[config.mk]
export PLATFORM = sky130hd
export DESIGN_NAME = sram_seq_ctrl
export DESIGN_NICKNAME = d
export VERILOG_FILES = /design/src/rtl/sram_seq_pkg.sv /design/src/rtl/sram_phase_timer.sv /design/src/rtl/sram_seq_fsm.sv /design/src/rtl/sram_seq_ctrl.sv
export SDC_FILE = /design/constraint.sdc
export NUM_CORES = 1
export LEC_CHECK = 0
export BUFFER_PORTS_ARGS = -buffer_cell sky130_fd_sc_hd__buf_2
export CAP_MARGIN = 0
export CORE_MARGIN = 2
export CORE_UTILIZATION = 30
export CTS_BUF_LIST = sky130_fd_sc_hd__clkbuf_4
export CTS_CLUSTER_DIAMETER = 100
export DETAILED_ROUTE_END_ITERATION = 10
export GPL_ROUTABILITY_DRIVEN = 0
export PLACE_DENSITY_LB_ADDON = 0.3
export REMOVE_ABC_BUFFERS = 1
export SETUP_SLACK_MARGIN = 0.02
export SYNTH_ARGS = -nofsm -noshare
export SYNTH_HDL_FRONTEND = slang
export SYNTH_SLANG_ARGS = --single-unit
[constraint.sdc]
create_clock -name clk -period 2.4 [get_ports clk]
set_clock_uncertainty 0.1 [all_clocks]
set_input_delay 0.48 -clock clk [delete_from_list [all_inputs] [get_ports clk]]
set_output_delay 0.48 -clock clk [all_outputs]
set_load 0.05 [all_outputs]
[src/rtl/sram_seq_pkg.sv]
`timescale 1ns/1ps
package sram_seq_pkg;

  typedef enum logic [2:0] {
    ST_IDLE,
    ST_RD_WAIT,
    ST_WR_SETUP,
    ST_WR_PULSE,
    ST_RECOVER
  } seq_state_e;

  // Whole clock cycles that cover a nanosecond minimum.
  function automatic int ns_to_cyc(input int ns, input int clk_ns);
    return (ns + clk_ns - 1) / clk_ns;
  endfunction

  function automatic int imax(input int a, input int b);
    return (a > b) ? a : b;
  endfunction

endpackage

[src/rtl/sram_phase_timer.sv]
`timescale 1ns/1ps
module sram_phase_timer #(
  parameter int CNT_W = 3
) (
  input  logic             clk,
  input  logic             rst_n,
  input  logic             load,
  input  logic [CNT_W-1:0] load_val,
  output logic             expired
);

  logic [CNT_W-1:0] cnt_q;

  always_ff @(posedge clk or negedge rst_n) begin
    if (!rst_n)              cnt_q <= '0;
    else if (load)           cnt_q <= load_val;
    else if (cnt_q != '0)    cnt_q <= cnt_q - 1'b1;
  end

  assign expired = (cnt_q == '0);

endmodule

[src/rtl/sram_seq_fsm.sv]
`timescale 1ns/1ps
module sram_seq_fsm
  import sram_seq_pkg::*;
#(
  parameter int CNT_W  = 3,
  parameter int RD_CYC = 5,
  parameter int SU_CYC = 1,
  parameter int PW_CYC = 4,
  parameter int TA_CYC = 2,
  parameter int LANES  = 2
) (
  input  logic             clk,
  input  logic             rst_n,
  input  logic             req_valid,
  input  logic             req_write,
  input  logic [LANES-1:0] req_be,
  input  logic             tmr_expired,
  output logic             req_ready,
  output logic             accept,
  output logic             capture,
  output logic             tmr_load,
  output logic [CNT_W-1:0] tmr_val,
  output logic             ce_n,
  output logic             we_n,
  output logic             oe_n,
  output logic             dq_oe,
  output logic [LANES-1:0] lane_n
);

  seq_state_e       state_q, state_d;
  logic             is_wr_q;
  logic [LANES-1:0] lane_q, lane_d;
  logic             active_d;

  assign req_ready = (state_q == ST_IDLE);

  always_comb begin
    state_d  = state_q;
    tmr_load = 1'b0;
    tmr_val  = '0;
    capture  = 1'b0;
    accept   = 1'b0;
    unique case (state_q)
      ST_IDLE: begin
        if (req_valid && !req_write) begin
          state_d  = ST_RD_WAIT;
          tmr_load = 1'b1;
          tmr_val  = CNT_W'(RD_CYC - 1);
          accept   = 1'b1;
        end else if (req_valid && (|req_be)) begin
          state_d  = ST_WR_SETUP;
          tmr_load = 1'b1;
          tmr_val  = CNT_W'(SU_CYC - 1);
          accept   = 1'b1;
        end
      end
      ST_RD_WAIT: if (tmr_expired) begin
        state_d  = ST_RECOVER;
        tmr_load = 1'b1;
        tmr_val  = CNT_W'(TA_CYC - 1);
        capture  = 1'b1;
      end
      ST_WR_SETUP: if (tmr_expired) begin
        state_d  = ST_WR_PULSE;
        tmr_load = 1'b1;
        tmr_val  = CNT_W'(PW_CYC - 1);
      end
      ST_WR_PULSE: if (tmr_expired) begin
        state_d  = ST_RECOVER;
        tmr_load = 1'b1;
        tmr_val  = '0;
      end
      ST_RECOVER: if (tmr_expired) state_d = ST_IDLE;
      default: state_d = ST_IDLE;
    endcase
  end

  // Reads open both lanes; writes use the request mask.
  assign lane_d   = accept ? (req_write ? req_be : '1) : lane_q;
  assign active_d = (state_d == ST_RD_WAIT) || (state_d == ST_WR_SETUP) ||
                    (state_d == ST_WR_PULSE);

  always_ff @(posedge clk or negedge rst_n) begin
    if (!rst_n) begin
      state_q <= ST_IDLE;
      is_wr_q <= 1'b0;
      lane_q  <= '0;
      ce_n    <= 1'b1;
      we_n    <= 1'b1;
      oe_n    <= 1'b1;
      dq_oe   <= 1'b0;
      lane_n  <= '1;
    end else begin
      state_q <= state_d;
      lane_q  <= lane_d;
      if (accept) is_wr_q <= req_write;
      // Pins follow the next state, so they leave a flop with no decode glitch.
      ce_n    <= !active_d;
      oe_n    <= !(state_d == ST_RD_WAIT);
      we_n    <= !(state_d == ST_WR_PULSE);
      dq_oe   <= (state_d == ST_WR_SETUP) || (state_d == ST_WR_PULSE) ||
                 ((state_d == ST_RECOVER) && is_wr_q);
      lane_n  <= active_d ? ~lane_d : '1;
    end
  end

endmodule

[src/rtl/sram_seq_ctrl.sv]
`timescale 1ns/1ps
module sram_seq_ctrl
  import sram_seq_pkg::*;
#(
  parameter int ADDR_W    = 18,
  parameter int DATA_W    = 16,
  parameter int CLK_NS    = 10,
  parameter int T_RC_NS   = 45,
  parameter int T_AA_NS   = 45,
  parameter int T_DOE_NS  = 22,
  parameter int T_WC_NS   = 45,
  parameter int T_PWE_NS  = 35,
  parameter int T_SD_NS   = 25,
  parameter int T_HZOE_NS = 18
) (
  input  logic              clk,
  input  logic              rst_n,
  input  logic              req_valid,
  output logic              req_ready,
  input  logic              req_write,
  input  logic [1:0]        req_be,
  input  logic [ADDR_W-1:0] req_addr,
  input  logic [DATA_W-1:0] req_wdata,
  output logic              rsp_valid,
  output logic [DATA_W-1:0] rsp_rdata,
  output logic [ADDR_W-1:0] sram_addr,
  output logic              sram_ce_n,
  output logic              sram_we_n,
  output logic              sram_oe_n,
  output logic              sram_lb_n,
  output logic              sram_ub_n,
  output logic [DATA_W-1:0] sram_dq_out,
  output logic              sram_dq_oe,
  input  logic [DATA_W-1:0] sram_dq_in
);

  localparam int LANES  = DATA_W / 8;
  localparam int TA_CYC = imax(1, ns_to_cyc(T_HZOE_NS, CLK_NS));
  localparam int RD_CYC = imax(imax(1, ns_to_cyc(T_AA_NS, CLK_NS)),
                               imax(ns_to_cyc(T_DOE_NS, CLK_NS),
                                    ns_to_cyc(T_RC_NS, CLK_NS) - TA_CYC - 1));
  localparam int PW_CYC = imax(1, ns_to_cyc(T_PWE_NS, CLK_NS));
  localparam int SU_CYC = imax(1, imax(ns_to_cyc(T_WC_NS, CLK_NS) - PW_CYC - 1,
                                       ns_to_cyc(T_SD_NS, CLK_NS) - PW_CYC));
  localparam int MAX_CYC = imax(imax(RD_CYC, TA_CYC), imax(PW_CYC, SU_CYC));
  localparam int CNT_W   = $clog2(MAX_CYC + 1);

  logic             accept, capture, tmr_load, tmr_expired;
  logic [CNT_W-1:0] tmr_val;
  logic [LANES-1:0] lane_n;
  logic [ADDR_W-1:0] addr_q;
  logic [DATA_W-1:0] wdata_q, rdata_q;
  logic              rsp_q;

  sram_phase_timer #(.CNT_W(CNT_W)) u_timer (
    .clk      (clk),
    .rst_n    (rst_n),
    .load     (tmr_load),
    .load_val (tmr_val),
    .expired  (tmr_expired)
  );

  sram_seq_fsm #(
    .CNT_W  (CNT_W),
    .RD_CYC (RD_CYC),
    .SU_CYC (SU_CYC),
    .PW_CYC (PW_CYC),
    .TA_CYC (TA_CYC),
    .LANES  (LANES)
  ) u_fsm (
    .clk         (clk),
    .rst_n       (rst_n),
    .req_valid   (req_valid),
    .req_write   (req_write),
    .req_be      (req_be[LANES-1:0]),
    .tmr_expired (tmr_expired),
    .req_ready   (req_ready),
    .accept      (accept),
    .capture     (capture),
    .tmr_load    (tmr_load),
    .tmr_val     (tmr_val),
    .ce_n        (sram_ce_n),
    .we_n        (sram_we_n),
    .oe_n        (sram_oe_n),
    .dq_oe       (sram_dq_oe),
    .lane_n      (lane_n)
  );

  always_ff @(posedge clk or negedge rst_n) begin
    if (!rst_n) begin
      addr_q  <= '0;
      wdata_q <= '0;
      rsp_q   <= 1'b0;
    end else begin
      rsp_q <= capture;
      if (accept) begin
        addr_q  <= req_addr;
        wdata_q <= req_wdata;
      end
    end
  end

  // One capture register per byte lane.
  for (genvar g = 0; g < LANES; g++) begin : g_lane
    always_ff @(posedge clk or negedge rst_n) begin
      if (!rst_n)       rdata_q[g*8 +: 8] <= '0;
      else if (capture) rdata_q[g*8 +: 8] <= sram_dq_in[g*8 +: 8];
    end
  end

  assign sram_addr   = addr_q;
  assign sram_dq_out = wdata_q;
  assign sram_lb_n   = lane_n[0];
  assign sram_ub_n   = lane_n[LANES-1];
  assign rsp_valid   = rsp_q;
  assign rsp_rdata   = rdata_q;

endmodule

# Yosys cells after proc, flatten, opt, wreduce, memory -nomap -nowiden
# Index checks and enable logic that the tools add are counted.
# totals
register_bits	66
latch_bits	0
ramBits	0
mem_bits_ro	0
in_bits	56
out_inout_bits	58
elab_cells	63
n_memories	0
# classes
n_addsub	1
multipliers	0
div	0
magnitude_cmp	0
eq_ne	8
n_shift	0
n_mux	21
bitwise_logic	1
reduce_logical	18
# ops
cell	n
3-bit 2-to-1 mux	8
3-bit by 2-bit equality test with 1-bit output, second input constant	4
3-bit case mux with 4 select lines	1
3-bit case mux with 3 select lines	1
2-bit 2-to-1 mux	4
3-bit by 1-bit equality test with 1-bit output, second input constant	2
3-bit equality test, second input constant	2
3-bit logical NOT	2
1-bit 2-to-1 mux	6
1-bit logical NOT	4
1-bit logical OR	4
2-bit OR reduction	2
1-bit logical AND	3
3-bit nonzero test	1
3-bit OR reduction	1
3-bit by 1-bit subtractor with 3-bit output, second input constant	1
2-bit NOT	1
1-bit case mux with 2 select lines	1
2-bit nonzero test	1

# Longest topological paths before layout
# depth
ltp_word	9
mapped_depth	7
ltp_nobuf	6

# Modules after synthesis
# Synthesis repeated with hierarchy kept, for this count alone.
# hier_totals
cells_unflattened	196
area_unflattened_um2	2946.6
# by_module_without_submodules
mod	instances	cells_per_inst	area_each_um2	seq_area_each_um2
sram_seq_ctrl	1	107	2083.2	1276.2
sram_seq_fsm	1	68	663.1	306.5
sram_phase_timer	1	21	200.2	75.1

# Worst setup path after synthesis
# No wires, ideal clock.
# synth_path
path_type	reg-to-output
from	reg u_fsm.state_q[1]
to	out req_ready
arrival_time_ns	1.693
t_required_ns	1.820
setup_slack_ns	0.127
path_stages_with_launch	3
path_buffers	1
path_cell_list	dfrtp_1 > buf_1 > nor3_1
# synth_between
elab_chain_cells	1
# synth_lines
item	line_no	text
start, declared	sram_seq_fsm.sv:30	seq_state_e state_q, state_d;
start signal, assigned	sram_seq_fsm.sv:94	state_q <= state_d;
3-bit logical NOT	sram_seq_fsm.sv:35	assign req_ready = (state_q == ST_IDLE);
end, declared	sram_seq_ctrl.sv:19	output logic req_ready,
# No other way between the ends.

# Worst setup path after layout
# layout_path
from	reg u_timer.cnt_q[1]
to	reg u_fsm.oe_n
# layout_between
elab_chain_cells	5
elab_cells_between_ends	7
cone_classes	eq/ne: 1; mux: 4; reduce/logical: 2
# layout_lines
item	line_no	text
start, declared	sram_phase_timer.sv:12	logic [CNT_W-1:0] cnt_q;
start signal, assigned	sram_phase_timer.sv:16	else if (load) cnt_q <= load_val;
start signal, assigned	sram_phase_timer.sv:17	else if (cnt_q != '0) cnt_q <= cnt_q - 1'b1;
3-bit logical NOT *	sram_phase_timer.sv:20	assign expired = (cnt_q == '0);
3-bit 2-to-1 mux, on equally long branches	n/a	
3-bit case mux with 4 select lines *	sram_seq_fsm.sv:43	unique case (state_q)
named net u_fsm.state_d[0]	sram_seq_fsm.sv:30	
3-bit by 1-bit equality test with 1-bit output *	sram_seq_fsm.sv:99	oe_n <= !(state_d == ST_RD_WAIT);
1-bit logical NOT *	sram_seq_fsm.sv:99	
end signal, assigned	sram_seq_fsm.sv:99	
end, declared	sram_seq_fsm.sv:25	output logic oe_n,
# The timed path passes the listed nets; every way through them passes the cells marked *.
# A chain may end at the register's enable or synchronous reset.

==> results.md <==
- The run finished with clean final reports.
- The share of the synthesized area in the top cell type is a little under three fifths.
- Following the worst setup path forward leads to its endpoint at u_fsm.oe_n.
- The number of clock buffers added by TritonCTS is 9.
- The repair_antennas step left the layout with diodes totalling 0.
- The cell count after synthesis is between 150 and 200.
- Summed over all layers, the global routing overflow is 0.
- The via count is ~1,900.
- The final-layout fill cell count is just under 900.
- The count of warnings emitted by yosys is 0.
- The wire length per cell is approximately 13 microns.
- The endpoint identified for the worst register-to-register timing path is u_fsm.oe_n.
- The cell area that synthesis handed to floorplanning was about 2700 sq um.
- Of the cells placed in the final design, the portion with a size suffix greater than 1 is a little under three fifths.
- In the post-synthesis netlist, the biggest area contributors are sky130_fd_sc_hd__dfrtp_1 57%, sky130_fd_sc_hd__mux2_1 11%, sky130_fd_sc_hd__mux2_2 9.7%.
- The kind of end point of the critical path is a flip-flop.
- The initial detailed-routing violation count is 35.
- The number of antenna violations at the first check in global routing is 0.
- Wires add up to roughly 5400 microns.
- Clock latency on the worst-skew pair, taken at its later pin, is around 0.4 ns.
- In this run the post-CTS setup repair buffer count came out at 0.
- The post-detailed-route count of antenna-violating nets is 0.
- Derived from the worst setup path, the maximum achievable clock frequency is slightly below 500 MHz.
- The area of the die is around 9700 sq um.
- The top-level I/O count is approximately 110.
- The minimum clock period after layout is approximately 2 ns.
- The peak fanout along the critical path is 7.
- The library cells used most frequently in the layout, excluding fill and tap cells, are 113 x sky130_fd_sc_hd__buf_2, 61 x sky130_fd_sc_hd__dfrtp_1, 27 x sky130_fd_sc_hd__mux2_1.
- The worst register-to-register path begins at u_timer.cnt_q[1].
- The number of remaining DRC errors is 0.
- The global-route wire length before repair is slightly above 9000 microns.
- TritonCTS built the clock tree.
- In this run, placement finished with an instance count of ~410.
- The number of failing setup endpoints in the final timing report is 0.
- The worst slew margin relative to its limit is a little over two thirds.
- In this run the worst setup path begins at u_timer.cnt_q[1].
- The final-report max-slew violation count is 0.
- STA puts the critical path data required time at about 2.6 ns.
- Buffers inserted to repair hold after CTS numbered 1.
- Measured in cells, the most critical reg-to-reg path has a length of 7.
- The net count of the finished layout is about 370.
- Measured along the x axis, the die boundary spans around 98 microns.
- The die extent in y is roughly 100 microns.
- The transition time at the pin with the least slew margin is around 0.44 ns.
- The number of maximum-capacitance violations is 0.
- Setup repair after global routing left no endpoint under its margin.
- The largest net degree at the start of global routing is 38.
- The core region is slightly below 9000 sq um.
- The count of instances resized after the clock tree is built is 0.
- The via count of the first global-routing pass is between 1,500 and 2,000.
- The count of buffers inserted at the top-level ports is around 110.
- The initial core utilization is roughly 31%.
- The cell at the root of the clock tree is sky130_fd_sc_hd__clkbuf_4.
- The classification of the worst-slack hold path is in -> reg.
- Setup slack on the worst reg-to-reg path comes out at ~0.38 ns.
- A synthesized cell averages between 10 and 15 sq um.
- The worst setup path is launched from a flip-flop.
- The total half-perimeter wirelength after legalization and detailed placement is 4030 microns.
- The netlist uses 39 different library cells.
- In the global route stage, overall resource usage came out at 11.9%.
- The clock-pin slew on the worst setup and hold paths is 0.11 ns.
- The final non-filler cell total is between 400 and 500.
- The data arrival time of the critical path is around 2.2 ns.
- After synthesis, flip-flops and latches occupy between 60% and 70% of the total area.
- The first detailed-routing pass took 4 iterations.
- The top cell type by total area after synthesis is sky130_fd_sc_hd__dfrtp_1.
- After detailed routing, the number of vias per cell comes to 4.48.
- The tree built by TritonCTS fans out to between 60 and 70 sinks.
- The clock tree synthesis step divided the H-tree into 3 levels.
- Row generation in the floorplan step produced 34 rows.
- Synthesis inferred 66 register bits.
- The critical path is of the reg -> reg type.
- After layout, the worst path uses 84.2% of the clock period.
- The most common library cell in the layout ignoring fill and taps is sky130_fd_sc_hd__buf_2.
- The area growth from synthesis to layout is 32.8%.
- The clock passes through at most 2 buffers.
- The final hold violation count came to 0.
-- flip-flops by register name, indices dropped and copies added (netlist names), 2 cells and up --
| register | cells |
|---|---|
| rsp_rdata | 16 |
| sram_addr | 18 |
| sram_dq_out | 16 |
| u_fsm.lane_n | 2 |
| u_fsm.lane_q | 2 |
| u_fsm.state_q | 3 |
| u_timer.cnt_q | 3 |
-- critical path, stage by stage (launching register included) --
cell	delay [ns]
sky130_fd_sc_hd__dfrtp_1	0.38
sky130_fd_sc_hd__inv_1	0.05
sky130_fd_sc_hd__ha_1	0.18
sky130_fd_sc_hd__ha_1	0.27
sky130_fd_sc_hd__buf_4	0.19
sky130_fd_sc_hd__a21oi_1	0.27
sky130_fd_sc_hd__a21boi_0	0.34
sky130_fd_sc_hd__o21ai_0	0.15
-- stage by stage --
| step | utilization, % | hold slack [ns] | TNS (ns) | setup slack (ns) | area (sq um) |
|---|---|---|---|---|---|
| after floorplan | - | 0.0844 | -1.41 | -0.0635 | 2620 |
| after global placement | 39.2 | 0.362 | 0 | 0.289 | 3410 |
| after detailed placement | 39.2 | 0.371 | 0 | 0.253 | 3410 |
| after CTS | 40.9 | 0.159 | 0 | 0.317 | 3550 |
| after global routing | 40.9 | 0.138 | 0 | 0.172 | 3550 |
| final | 40.9 | 0.187 | 0 | 0.379 | 3550 |
-- metal layers --
layer | vias up | share of wire (%) | GRT usage (%)
met2 | 76 | 46 | 18.6
met1 | 898 | 44 | 14.4
met3 | 10 | 8.6 | 5.18
met5 | - | 0 | 0
met4 | 0 | 1.6 | 5.06
li1 | 910 | - | -
-- worst min path at each step --
stage                    from         endpoint  slack [ns]  depth (start not counted)
2_1_floorplan           rst_n     rsp_rdata[0]        0.08                          0
3_3_place_gp    sram_addr[12]    sram_addr[12]        0.36                          1
3_5_place_dp   sram_dq_out[8]   sram_dq_out[8]        0.37                          1
4_1_cts         req_wdata[10]  sram_dq_out[10]        0.16                          2
5_1_grt           req_addr[3]     sram_addr[3]        0.14                          2
6_report        req_wdata[10]  sram_dq_out[10]        0.19                          2
-- layout make-up --
type	count	area (sq um)	share of cell area (%)
repair buffers	124	663	18.7
clock inverters	5	55.1	1.55
flip-flops and latches	66	1660	46.7
multi-input cells	102	933	26.3
clock buffers	11	82.6	2.32
well taps	108	135	3.80
inverters	7	26.3	0.739
-- logic make-up after synthesis --
family | share of synthesized area [%]
buffers and inverters | 3.18
xor gates and xnor gates | 0.327
adders and majority gates | 0.935
DFF | 61.9
AOI/OAI and AO/OA | 7.15
and+or+nand+nor | 5.42
muxes | 21.0
-- cell usage after synthesis, drive strengths merged --
cell type and number:
clkbuf 3, or2 3, o22a 1, o22ai 1
inv 7, a21oi 6, nand3 1, nor2 4
o211ai 2, dfstp 5, a311oi 2, nand3b 2
nor2b 2, o21a 1, a211o 1, ha 2
xor2 1, a32oi 1, dfrtp 61, nor4b 1
a22o 1, or4b 2, o21ai 2, nor3 1
mux2 50, nand2b 2, a211oi 1, o21ba 1
o221ai 1, nand2 4, a32o 1, or3b 2
buf 6, a21boi 3
Power is not shown: default switching activity piles up to over one toggle a cycle in this logic, so the estimate is an artifact.
